File: src/rtl/qm_pkg.sv
`timescale 1ns/1ps
package qm_pkg;

  typedef enum logic [1:0] {
    PH_IDLE = 2'd0,
    PH_A    = 2'd1,
    PH_B    = 2'd2,
    PH_C    = 2'd3
  } phase_t;

  // control -> datapath
  typedef struct packed {
    logic capture;
    logic stepA;
    logic stepB;
    logic stepC;
  } strobe_t;

  // datapath -> control
  typedef struct packed {
    logic newValid;
    logic newAZero;
    logic newBZero;
    logic bLoadZero;
    logic aLast;
    logic bLast;
    logic cLast;
    logic quadEnd;
    logic preEnd;
  } status_t;

  localparam logic [1:0] MOD_BASE = 2'b00;
  localparam logic [1:0] MOD_EXT1 = 2'b01;
  localparam logic [1:0] MOD_EXT4 = 2'b10;

endpackage

File: src/rtl/qm_split.sv
`timescale 1ns/1ps
// Splits a total ratio into C/B/A loads and judges its legality.
module qm_split #(
  parameter int N_W   = 11,
  parameter int C_W   = 6,
  parameter int B_W   = 3,
  parameter int A_W   = 2,
  parameter int N_MIN = 49
) (
  input  logic [N_W-1:0] nReq,
  input  logic           presSel,
  output logic [C_W-1:0] cVal,
  output logic [B_W-1:0] bVal,
  output logic [A_W-1:0] aVal,
  output logic           valid
);
  localparam int SH_LO = A_W + 2;  // base 16
  localparam int SH_HI = A_W + 3;  // base 32

  logic [N_W-1:0] cWide;
  logic [N_W-1:0] rem;
  logic [N_W-1:0] bWide;

  always_comb begin
    cWide = presSel ? (nReq >> SH_HI) : (nReq >> SH_LO);
    rem   = nReq - (presSel ? (cWide << SH_HI) : (cWide << SH_LO));
    bWide = rem >> A_W;
    aVal  = rem[A_W-1:0];
    bVal  = bWide[B_W-1:0];
    cVal  = cWide[C_W-1:0];
    valid = (nReq >= N_W'(N_MIN)) && ((cWide >> C_W) == '0) && ((bWide >> B_W) == '0);
  end
endmodule

File: src/rtl/qm_datapath.sv
`timescale 1ns/1ps
module qm_datapath
  import qm_pkg::*;
#(
  parameter int N_W   = 11,
  parameter int C_W   = 6,
  parameter int B_W   = 3,
  parameter int A_W   = 2,
  parameter int N_MIN = 49
) (
  input  logic           clk,
  input  logic           rst,
  input  logic [N_W-1:0] nReq,
  input  logic           presSel,
  input  strobe_t        stb,
  output status_t        st
);
  localparam int PRE_W = A_W + 3;
  localparam logic [PRE_W-1:0] PRE_MAX_LO = PRE_W'((1 << (A_W + 2)) - 1);
  localparam logic [PRE_W-1:0] PRE_MAX_HI = PRE_W'((1 << (A_W + 3)) - 1);
  localparam logic [PRE_W-1:0] QUAD_MAX   = PRE_W'((1 << A_W) - 1);

  logic [C_W-1:0]   cVal, cCnt;
  logic [B_W-1:0]   bVal, bCnt;
  logic [A_W-1:0]   aVal, aCnt;
  logic [PRE_W-1:0] preCnt;
  logic             pSelR;
  logic             newValid;

  qm_split #(.N_W(N_W), .C_W(C_W), .B_W(B_W), .A_W(A_W), .N_MIN(N_MIN)) i_split (
    .nReq(nReq), .presSel(presSel),
    .cVal(cVal), .bVal(bVal), .aVal(aVal), .valid(newValid)
  );

  always_ff @(posedge clk) begin
    if (rst) begin
      aCnt   <= '0;
      bCnt   <= '0;
      cCnt   <= '0;
      preCnt <= '0;
      pSelR  <= 1'b0;
    end else if (stb.capture) begin
      aCnt   <= aVal;
      bCnt   <= bVal;
      cCnt   <= cVal;
      pSelR  <= presSel;
      preCnt <= '0;
    end else begin
      if (stb.stepA) aCnt <= aCnt - 1'b1;
      if (stb.stepB) begin
        if (preCnt == QUAD_MAX) begin
          preCnt <= '0;
          bCnt   <= bCnt - 1'b1;
        end else begin
          preCnt <= preCnt + 1'b1;
        end
      end
      if (stb.stepC) begin
        if (st.preEnd) begin
          preCnt <= '0;
          cCnt   <= cCnt - 1'b1;
        end else begin
          preCnt <= preCnt + 1'b1;
        end
      end
    end
  end

  always_comb begin
    st.newValid  = newValid;
    st.newAZero  = (aVal == '0);
    st.newBZero  = (bVal == '0);
    st.bLoadZero = (bCnt == '0);
    st.aLast     = (aCnt == A_W'(1));
    st.bLast     = (bCnt == B_W'(1));
    st.cLast     = (cCnt == C_W'(1));
    st.quadEnd   = (preCnt == QUAD_MAX);
    st.preEnd    = pSelR ? (preCnt == PRE_MAX_HI) : (preCnt == PRE_MAX_LO);
  end
endmodule

File: src/rtl/qm_control.sv
`timescale 1ns/1ps
module qm_control
  import qm_pkg::*;
(
  input  logic    clk,
  input  logic    rst,
  input  status_t st,
  output strobe_t stb,
  output logic    divPulse,
  output logic [1:0] modCtrl
);
  phase_t phase, phaseNxt, startPh;

  always_comb begin
    if (!st.newAZero)      startPh = PH_A;
    else if (!st.newBZero) startPh = PH_B;
    else                   startPh = PH_C;
  end

  always_comb begin
    stb      = '0;
    phaseNxt = phase;
    case (phase)
      PH_IDLE: begin
        if (st.newValid) begin
          stb.capture = 1'b1;
          phaseNxt    = startPh;
        end
      end
      PH_A: begin
        stb.stepA = 1'b1;
        if (st.aLast) phaseNxt = st.bLoadZero ? PH_C : PH_B;
      end
      PH_B: begin
        stb.stepB = 1'b1;
        if (st.quadEnd && st.bLast) phaseNxt = PH_C;
      end
      PH_C: begin
        stb.stepC = 1'b1;
        if (st.preEnd && st.cLast) begin
          if (st.newValid) begin
            stb.capture = 1'b1;
            phaseNxt    = startPh;
          end else begin
            phaseNxt = PH_IDLE;
          end
        end
      end
      default: phaseNxt = PH_IDLE;
    endcase
  end

  always_ff @(posedge clk) begin
    if (rst) phase <= PH_IDLE;
    else     phase <= phaseNxt;
  end

  always_comb begin
    divPulse = (phase == PH_C) && st.preEnd && st.cLast;
    case (phase)
      PH_A:    modCtrl = MOD_EXT1;
      PH_B:    modCtrl = MOD_EXT4;
      default: modCtrl = MOD_BASE;
    endcase
  end
endmodule

File: src/rtl/qm_divider.sv
`timescale 1ns/1ps
module qm_divider
  import qm_pkg::*;
#(
  parameter int N_W   = 11,
  parameter int C_W   = 6,
  parameter int B_W   = 3,
  parameter int A_W   = 2,
  parameter int N_MIN = 49
) (
  input  logic           clk,
  input  logic           rst,
  input  logic [N_W-1:0] nReq,
  input  logic           presSel,
  output logic           divPulse,
  output logic [1:0]     modCtrl,
  output logic           cfgInvalid
);
  strobe_t strobes;
  status_t status;
  logic    captureStb;

  qm_datapath #(.N_W(N_W), .C_W(C_W), .B_W(B_W), .A_W(A_W), .N_MIN(N_MIN)) i_datapath (
    .clk(clk), .rst(rst), .nReq(nReq), .presSel(presSel), .stb(strobes), .st(status)
  );

  qm_control i_control (
    .clk(clk), .rst(rst), .st(status), .stb(strobes),
    .divPulse(divPulse), .modCtrl(modCtrl)
  );

  assign cfgInvalid = !status.newValid;
  assign captureStb = strobes.capture;
endmodule

File: config.mk
export PLATFORM = sky130hd
export DESIGN_NAME = qm_divider
export DESIGN_NICKNAME = d
export VERILOG_FILES = /design/src/rtl/qm_pkg.sv /design/src/rtl/qm_split.sv /design/src/rtl/qm_datapath.sv /design/src/rtl/qm_control.sv /design/src/rtl/qm_divider.sv
export SDC_FILE = /design/constraint.sdc
export NUM_CORES = 1
export LEC_CHECK = 0
export BUFFER_PORTS_ARGS = -buffer_cell sky130_fd_sc_hd__buf_2
export CORE_ASPECT_RATIO = 1.25
export CORE_UTILIZATION = 53
export DETAILED_ROUTE_END_ITERATION = 10
export GPL_TIMING_DRIVEN = 0
export PLACE_DENSITY = 0.76
export SLEW_MARGIN = 15
export SYNTH_ARGS = -nofsm -noshare
export SYNTH_HDL_FRONTEND = slang
export SYNTH_SLANG_ARGS = --single-unit
export TNS_END_PERCENT = 1
File: constraint.sdc
create_clock -name clk -period 2.2 [get_ports clk]
set_clock_uncertainty 0.15 [all_clocks]
set_input_delay 0.22 -clock clk [delete_from_list [all_inputs] [get_ports clk]]
set_output_delay 0.22 -clock clk [all_outputs]
set_load 0.02 [all_outputs]
==> metrics, run 1 <==
Worst-path clk slew 0.11 ns; Vias/cell 6.21; Die W 51.2 um; final worst slack -0.0437 ns; share of post-route cells with drive strength above 1 0.296; total gr overflow 0; fmax 446 MHz; Clock Path Buffers 2; slew margin rel. 0.577; compound-gate portion of the synthesized area 0.213; leak pwr 0.779 nW; num rows 21; CTS tree done; mux contribution to synthesized area 0.0257; Pwr Density 620 mW/mm^2; CTS Sinks 19; PortBufs 16; CP Class in -> out; EDFF count, synth 0; Seq/Total Area, Yosys 0.237; total CTS buffers 3; Die ar. 0.00325 mm^2; global-route wire length before repair 6600 um; Int Pwr 0.000714 W; Final Hold Viols 0; status finished, violations left; syn nets 223; clock share of power 0.151; Slew @ Worst Pin 0.634 ns; setup_tns -0.0725 ns; Synth Register Bits 19; Final Setup Violations 4; GRT Total Usage 0.268; total wire length 4020 um; n_diodes 0; Via Count 1,533; xor/xnor share of the synthesized area 0.0764; root buf cell clkbuf_4; H-tree levels 1; initial detailed-routing violation count 62; HP Class in -> reg; Net Sw Frac 0.411; Warnings, synthesis 0; Reg area 383 um^2; Cells after Synth 189; crit path capture type output pin; Clk Latency, worst-skew pair 0.31 ns; fin crit share 1.02; ANT nets after route 0; switching power 0.000499 W; area delta synth->final 22.0%; Worst IR Drop VDD 0.000459 V; Max-Cap Viols 0; # DRC 0; height of the die 63.5 um; violated checks negative setup slack; Post-synth top flop dfxtp_1; Worst Path Max Fanout 4; gpl congestion 0.860; ys async rst share 0; IO Pins 18; initial antenna violation count 0; # nets final 248; Cell variety after synth 49; RSZ-0062 raised after global routing yes; core area 0.00279 mm^2; Critical Path RT 1.83 ns; Post-Place Worst Slack -0.321 ns; TritonRoute pass-1 iters 4; initial core utilization 0.576; Comb power frac 0.501; Avg Inst Size Synth 8.49 um^2; Sequential Power Share 0.348; min Tclk post-route 2.24 ns; adder and majority gate portion of the synthesized area 0.161; vias in the first global route 1,492; Filler Cells Inserted 213; crit path DAT 1.87 ns; HPWL Detailed 2960 um; main combinational cell family by area after synthesis compound AO/OA/AOI/OAI gates; Post-CTS Hold Fix Bufs 0; Slew Viols, Final 0; post-layout util 0.703; Synth Area in Simple Gates 0.212; multi-input logic area 0.00124 mm^2; WL/cell 16.3 um; pin count of the biggest net entering global routing 11; Total Power 0.00121 W; Post-Synthesis Cell Area 0.00161 mm^2; nature of the critical path startpoint primary input
cells by family after synthesis:
family          after synthesis
simple gates                 60
fa+ha+maj                    20
buf+inv                      26
xor+xnor                     14
flops                        19
compound gates               46
mux                           4
worst max-delay path: stages:
cell and delay (ns):
clkbuf_4 0.15, nor2_4 0.05, ha_4 0.15, fa_2 0.34, nand3b_1 0.16, nand2_1 0.11, mux2_4 0.31, and3_4 0.20
inv_6 0.06, buf_6 0.10
cell usage after synthesis (all sizes together) (2+ instances only):
cell type,number,area (um^2)
a21oi,9,45.0
a31oi,3,18.8
o21ai,6,30.0
inv,19,71.3
dfxtp,19,380
a211oi,11,87.6
nand3,9,50.1
nand4,2,12.5
o31ai,2,15.0
clkbuf,3,11.3
nor3,9,50.1
ha,19,238
nand3b,2,15.0
xor2,5,43.8
a21o,2,15.0
buf,3,30.0
xnor2,9,78.8
nor4b,2,17.5
nor2,12,47.6
mux2i,3,30.0
o2111a,4,45.0
and3,4,30.0
nor4,4,31.3
nand2,12,52.6
what timing repair did:
| action | 4_1_cts | 5_1_grt |
|---|---|---|
| setup endpoints to repair | 3 | 21 |
| gates resized for setup | 19 | 18 |
| setup buffers | 4 | 1 |
| pin swaps | 5 | 7 |
flip-flops by register name, summed over array words and instances (netlist names):
signal             count
i_control.phase        2
i_datapath.aCnt        2
i_datapath.bCnt        3
i_datapath.cCnt        6
i_datapath.pSelR       1
i_datapath.preCnt      5
cell usage in the layout (no fill, tap or decap), types with 2 or more instances in the layout:
master    instances
ha_1             18
dfxtp_1          17
inv_1            16
buf_2            13
nand2_1          11
nor2_1            9
xnor2_1           9
nand3_1           8
nor3_1            8
a211oi_2          8
o21ai_0           6
a21oi_1           6
buf_4             6
xor2_1            5
clkbuf_4          5
clkbuf_1          4
o2111a_1          4
a21oi_2           3
a211oi_1          3
mux2i_1           3
nor2_4            2
nand3b_1          2
a21o_1            2
nor4_1            2
and3_1            2
nor4_2            2
nand4_1           2
o31ai_1           2
a31oi_1           2
dfxtp_2           2
final timing paths:
| check | slack (ns) | depth (start not counted) | startpoint | to |
|---|---|---|---|---|
| worst max-delay path | -0.04 | 10 | presSel | cfgInvalid |
| worst min-delay path | 0.11 | 3 | nReq[3] | i_datapath.bCnt[1] |
| worst min register to register | 0.36 | 2 | i_datapath.pSelR | i_datapath.pSelR |
| worst max register to register | 0.13 | 6 | i_datapath.cCnt[2] | i_control.phase[1] |
layout make-up:
class,instances,share of cell area
Sequential cell,19,0.196
Inverter,19,0.0428
Multi-Input combinational cell,144,0.633
Timing Repair Buffer,21,0.0709
Tap cell,34,0.0217
Buffer,6,0.0224
Clock buffer,4,0.0134
stage by stage:
| stage | std cells | hold slack (ns) | cell area, um^2 |
|---|---|---|---|
| floorplan | 189 | 0.244 | 1630 |
| global placement | 239 | 0.333 | 1760 |
| detailed placement | 239 | 0.345 | 1760 |
| CTS | 247 | 0.0928 | 1880 |
| global route | 247 | 0.112 | 1960 |
| finish | 247 | 0.107 | 1960 |
routing by layer:
layer / track usage / up-vias / share of wire
li1: - / 744 / -
met3: 0.0338 / 12 / 0.040
met4: 0.111 / 0 / 0.023
met1: 0.312 / 738 / 0.42
met2: 0.477 / 39 / 0.51
met5: 0 / - / 0
power groups by stage:
stage / combinational [W] / sequential [W] / clock, W
after floorplan: 0.000408 / 0.000419 / 0
after global placement: 0.000500 / 0.000423 / 0
after detailed placement: 0.000519 / 0.000427 / 0
after CTS: 0.000548 / 0.000420 / 0.000186
after global routing: 0.000663 / 0.000430 / 0.000196
final: 0.000608 / 0.000422 / 0.000183
(Power assumes the default switching activity.)
==> run 2, diff against run 1 <==
CORE_MARGIN = 2   (was default)
==> run 2 against run 1 <==
Maximum frequency down 0.26%. The flow still finishes with violations (negative setup slack). Wire length down 3.4%. Clock power down 3%. Flip-flop and latch count unchanged. Combinational power down 3%. Die area up 7.2%. Largest power group unchanged. Register-to-register slack worse by 0.07 ns. Worst setup slack worse by 0.0059 ns. Sequential share of layout area up 0.61 points.
==> metrics, run 2 (synthesis results as in run 1) <==
Clock Path Buffers 2 (unchanged); Vias/cell 5.90 (was 6.21); Final Setup Violations 6 (was 4); Via Count 1,475 (was 1,533); Total Power 0.00119 W (was 0.00121 W); Sequential Power Share 0.355 (was 0.348); initial detailed-routing violation count 60 (was 62); Worst IR Drop VDD 0.000417 V (was 0.000459 V); CP Class in -> out (unchanged); IO Pins 18 (unchanged); ordered cell list for the critical path buf_2 > inv_2 > nor2_2 > ha_2 > fa_2 > nand3b_1 > nand2_2 > mux2_4 > and3_4 > inv_6 > buf_6 (was clkbuf_4 > nor2_4 > ha_4 > fa_2 > nand3b_1 > nand2_1 > mux2_4 > and3_4 > inv_6 > buf_6); crit path DAT 1.88 ns (was 1.87 ns); most frequent cells in the layout ha_1 (17), dfxtp_1 (17), inv_1 (16), buf_2 (16), nand2_1 (10) (was ha_1 (18), dfxtp_1 (17), inv_1 (16), buf_2 (13), nand2_1 (11)); Int Pwr 0.000710 W (was 0.000714 W); CTS tree done (unchanged); PortBufs 16 (unchanged); Buf/Inv on CP 4 (was 3); initial antenna violation count 0 (unchanged); biggest regs i_datapath.cCnt x6, i_datapath.preCnt x5, i_datapath.bCnt x3 (unchanged); nature of the critical path startpoint primary input (unchanged); height of the die 65.5 um (was 63.5 um); # DRC 0 (unchanged); HP Class in -> reg (unchanged); max incr delay on CP 0.34 ns (about the same); slew margin rel. 0.563 (was 0.577); Slew @ Worst Pin 0.654 ns (was 0.634 ns); Die ar. 0.00349 mm^2 (was 0.00325 mm^2); min Tclk post-route 2.25 ns (was 2.24 ns); multi-input logic area 0.00119 mm^2 (was 0.00124 mm^2); Worst Path Max Fanout 3 (was 4); violated checks negative setup slack (unchanged); final instance area 0.00190 mm^2 (was 0.00196 mm^2); fmax 445 MHz (was 446 MHz); Final Hold Viols 0 (unchanged); Die W 53.2 um (was 51.2 um); met2 Use GR 0.448 (was 0.477); GR met3 Demand/Resource 0.0455 (was 0.0338); fin crit share 1.02 (about the same); CTS Sinks 19 (unchanged); Filler Cells Inserted 263 (was 213); setup_tns -0.197 ns (was -0.0725 ns); H-tree levels 1 (unchanged); total gr overflow 0 (unchanged); Comb power frac 0.496 (was 0.501); Pwr Density 626 mW/mm^2 (was 620 mW/mm^2); area delta synth->final 18.3% (was 22.0%); GR peak layer met2 (unchanged); leak pwr 0.758 nW (was 0.779 nW); pin count of the biggest net entering global routing 11 (unchanged); HPWL Detailed 2930 um (was 2960 um); status finished, violations left (unchanged); Post-CTS Hold Fix Bufs 0 (unchanged); # nets final 249 (was 248); DP Area 0.00176 mm^2 (about the same); n_diodes 0 (unchanged); root buf cell clkbuf_4 (unchanged); gpl congestion 0.793 (was 0.860); vias in the first global route 1,462 (was 1,492); WL/cell 15.5 um (was 16.3 um); GRT Total Usage 0.244 (was 0.268); share of post-route cells with drive strength above 1 0.271 (was 0.296); Max-Cap Viols 0 (unchanged); Post-Place Worst Slack -0.323 ns (was -0.321 ns); final worst slack -0.0496 ns (was -0.0437 ns); crit path capture type output pin (unchanged); switching power 0.000479 W (was 0.000499 W); Clk Latency, worst-skew pair 0.29 ns (was 0.31 ns); global-route wire length before repair 6330 um (was 6600 um); ANT nets after route 0 (unchanged); met1 usage 0.261 (was 0.312); Crit path max-delay family adder cells (was simple AND/OR/NAND/NOR gates); total CTS buffers 3 (unchanged); Biggest register i_datapath.cCnt (unchanged); Largest register FFs 6 (unchanged); CP max-delay cell fa_2 (unchanged); Worst-path clk slew 0.11 ns (about the same); Reg area 383 um^2 (unchanged); RSZ-0062 raised after global routing yes (unchanged); initial core utilization 0.550 (was 0.576); clock share of power 0.149 (was 0.151); TritonRoute pass-1 iters 4 (unchanged); Net Sw Frac 0.403 (was 0.411); core area 0.00292 mm^2 (was 0.00279 mm^2); Critical Path RT 1.83 ns (about the same); Slew Viols, Final 0 (unchanged); total wire length 3880 um (was 4020 um); num rows 22 (was 21)
## run 2: cell type report
cell class / instances / share of cell area
inverters: 19 / 0.0402
well taps: 36 / 0.0237
repair buffers: 21 / 0.0652
clock buffers: 4 / 0.0138
flip-flops and latches: 19 / 0.202
plain buffers: 7 / 0.0290
multi-input cells: 144 / 0.626
## run 2: final timing paths
kind                        startpoint                 end  slack [ns]  depth (start not counted)
setup / recovery               nReq[4]          cfgInvalid       -0.05                         11
hold / removal                 nReq[3]  i_datapath.bCnt[1]        0.10                          3
setup reg to reg  i_datapath.preCnt[0]  i_datapath.aCnt[0]        0.06                          7
hold reg to reg       i_datapath.pSelR    i_datapath.pSelR        0.36                          2
## run 2: layer usage
layer	part of all wire	vias to the layer above
li1	-	739
met1	0.41	693
met2	0.53	33
met3	0.039	10
met4	0.024	0
met5	0	-
## run 2: what timing repair did
| action | CTS | global route |
|---|---|---|
| buffers inserted | 5 | 0 |
| endpoints found under the setup margin | 6 | 20 |
| pin swaps | 5 | 3 |
| gates resized for setup | 13 | 7 |
## run 2: worst register-to-register path, stage by stage, from the launching register on
cell and delay, ns:
dfxtp_2 0.35, ha_2 0.19, and3_1 0.22, nand3_2 0.15, nor2_2 0.08, o21bai_1 0.53
nor3_1 0.15, a211oi_2 0.24
## run 2: through the flow
step                       util  hold slack, ns  cells
after global routing      0.651          0.0951    250
after CTS                 0.643          0.0853    250
final                     0.651           0.105    250
after floorplan               -           0.244    189
after global placement    0.603           0.331    241
after detailed placement  0.603           0.337    241
## run 2: power by group through the flow
stage          Clock, W  Combinational (W)  Sequential (W)
2_1_floorplan         0           0.000408        0.000419
3_5_place_dp          0           0.000522        0.000427
3_3_place_gp          0           0.000498        0.000423
5_1_grt        0.000201           0.000654        0.000427
4_1_cts        0.000185           0.000576        0.000419
6_report       0.000177           0.000590        0.000422
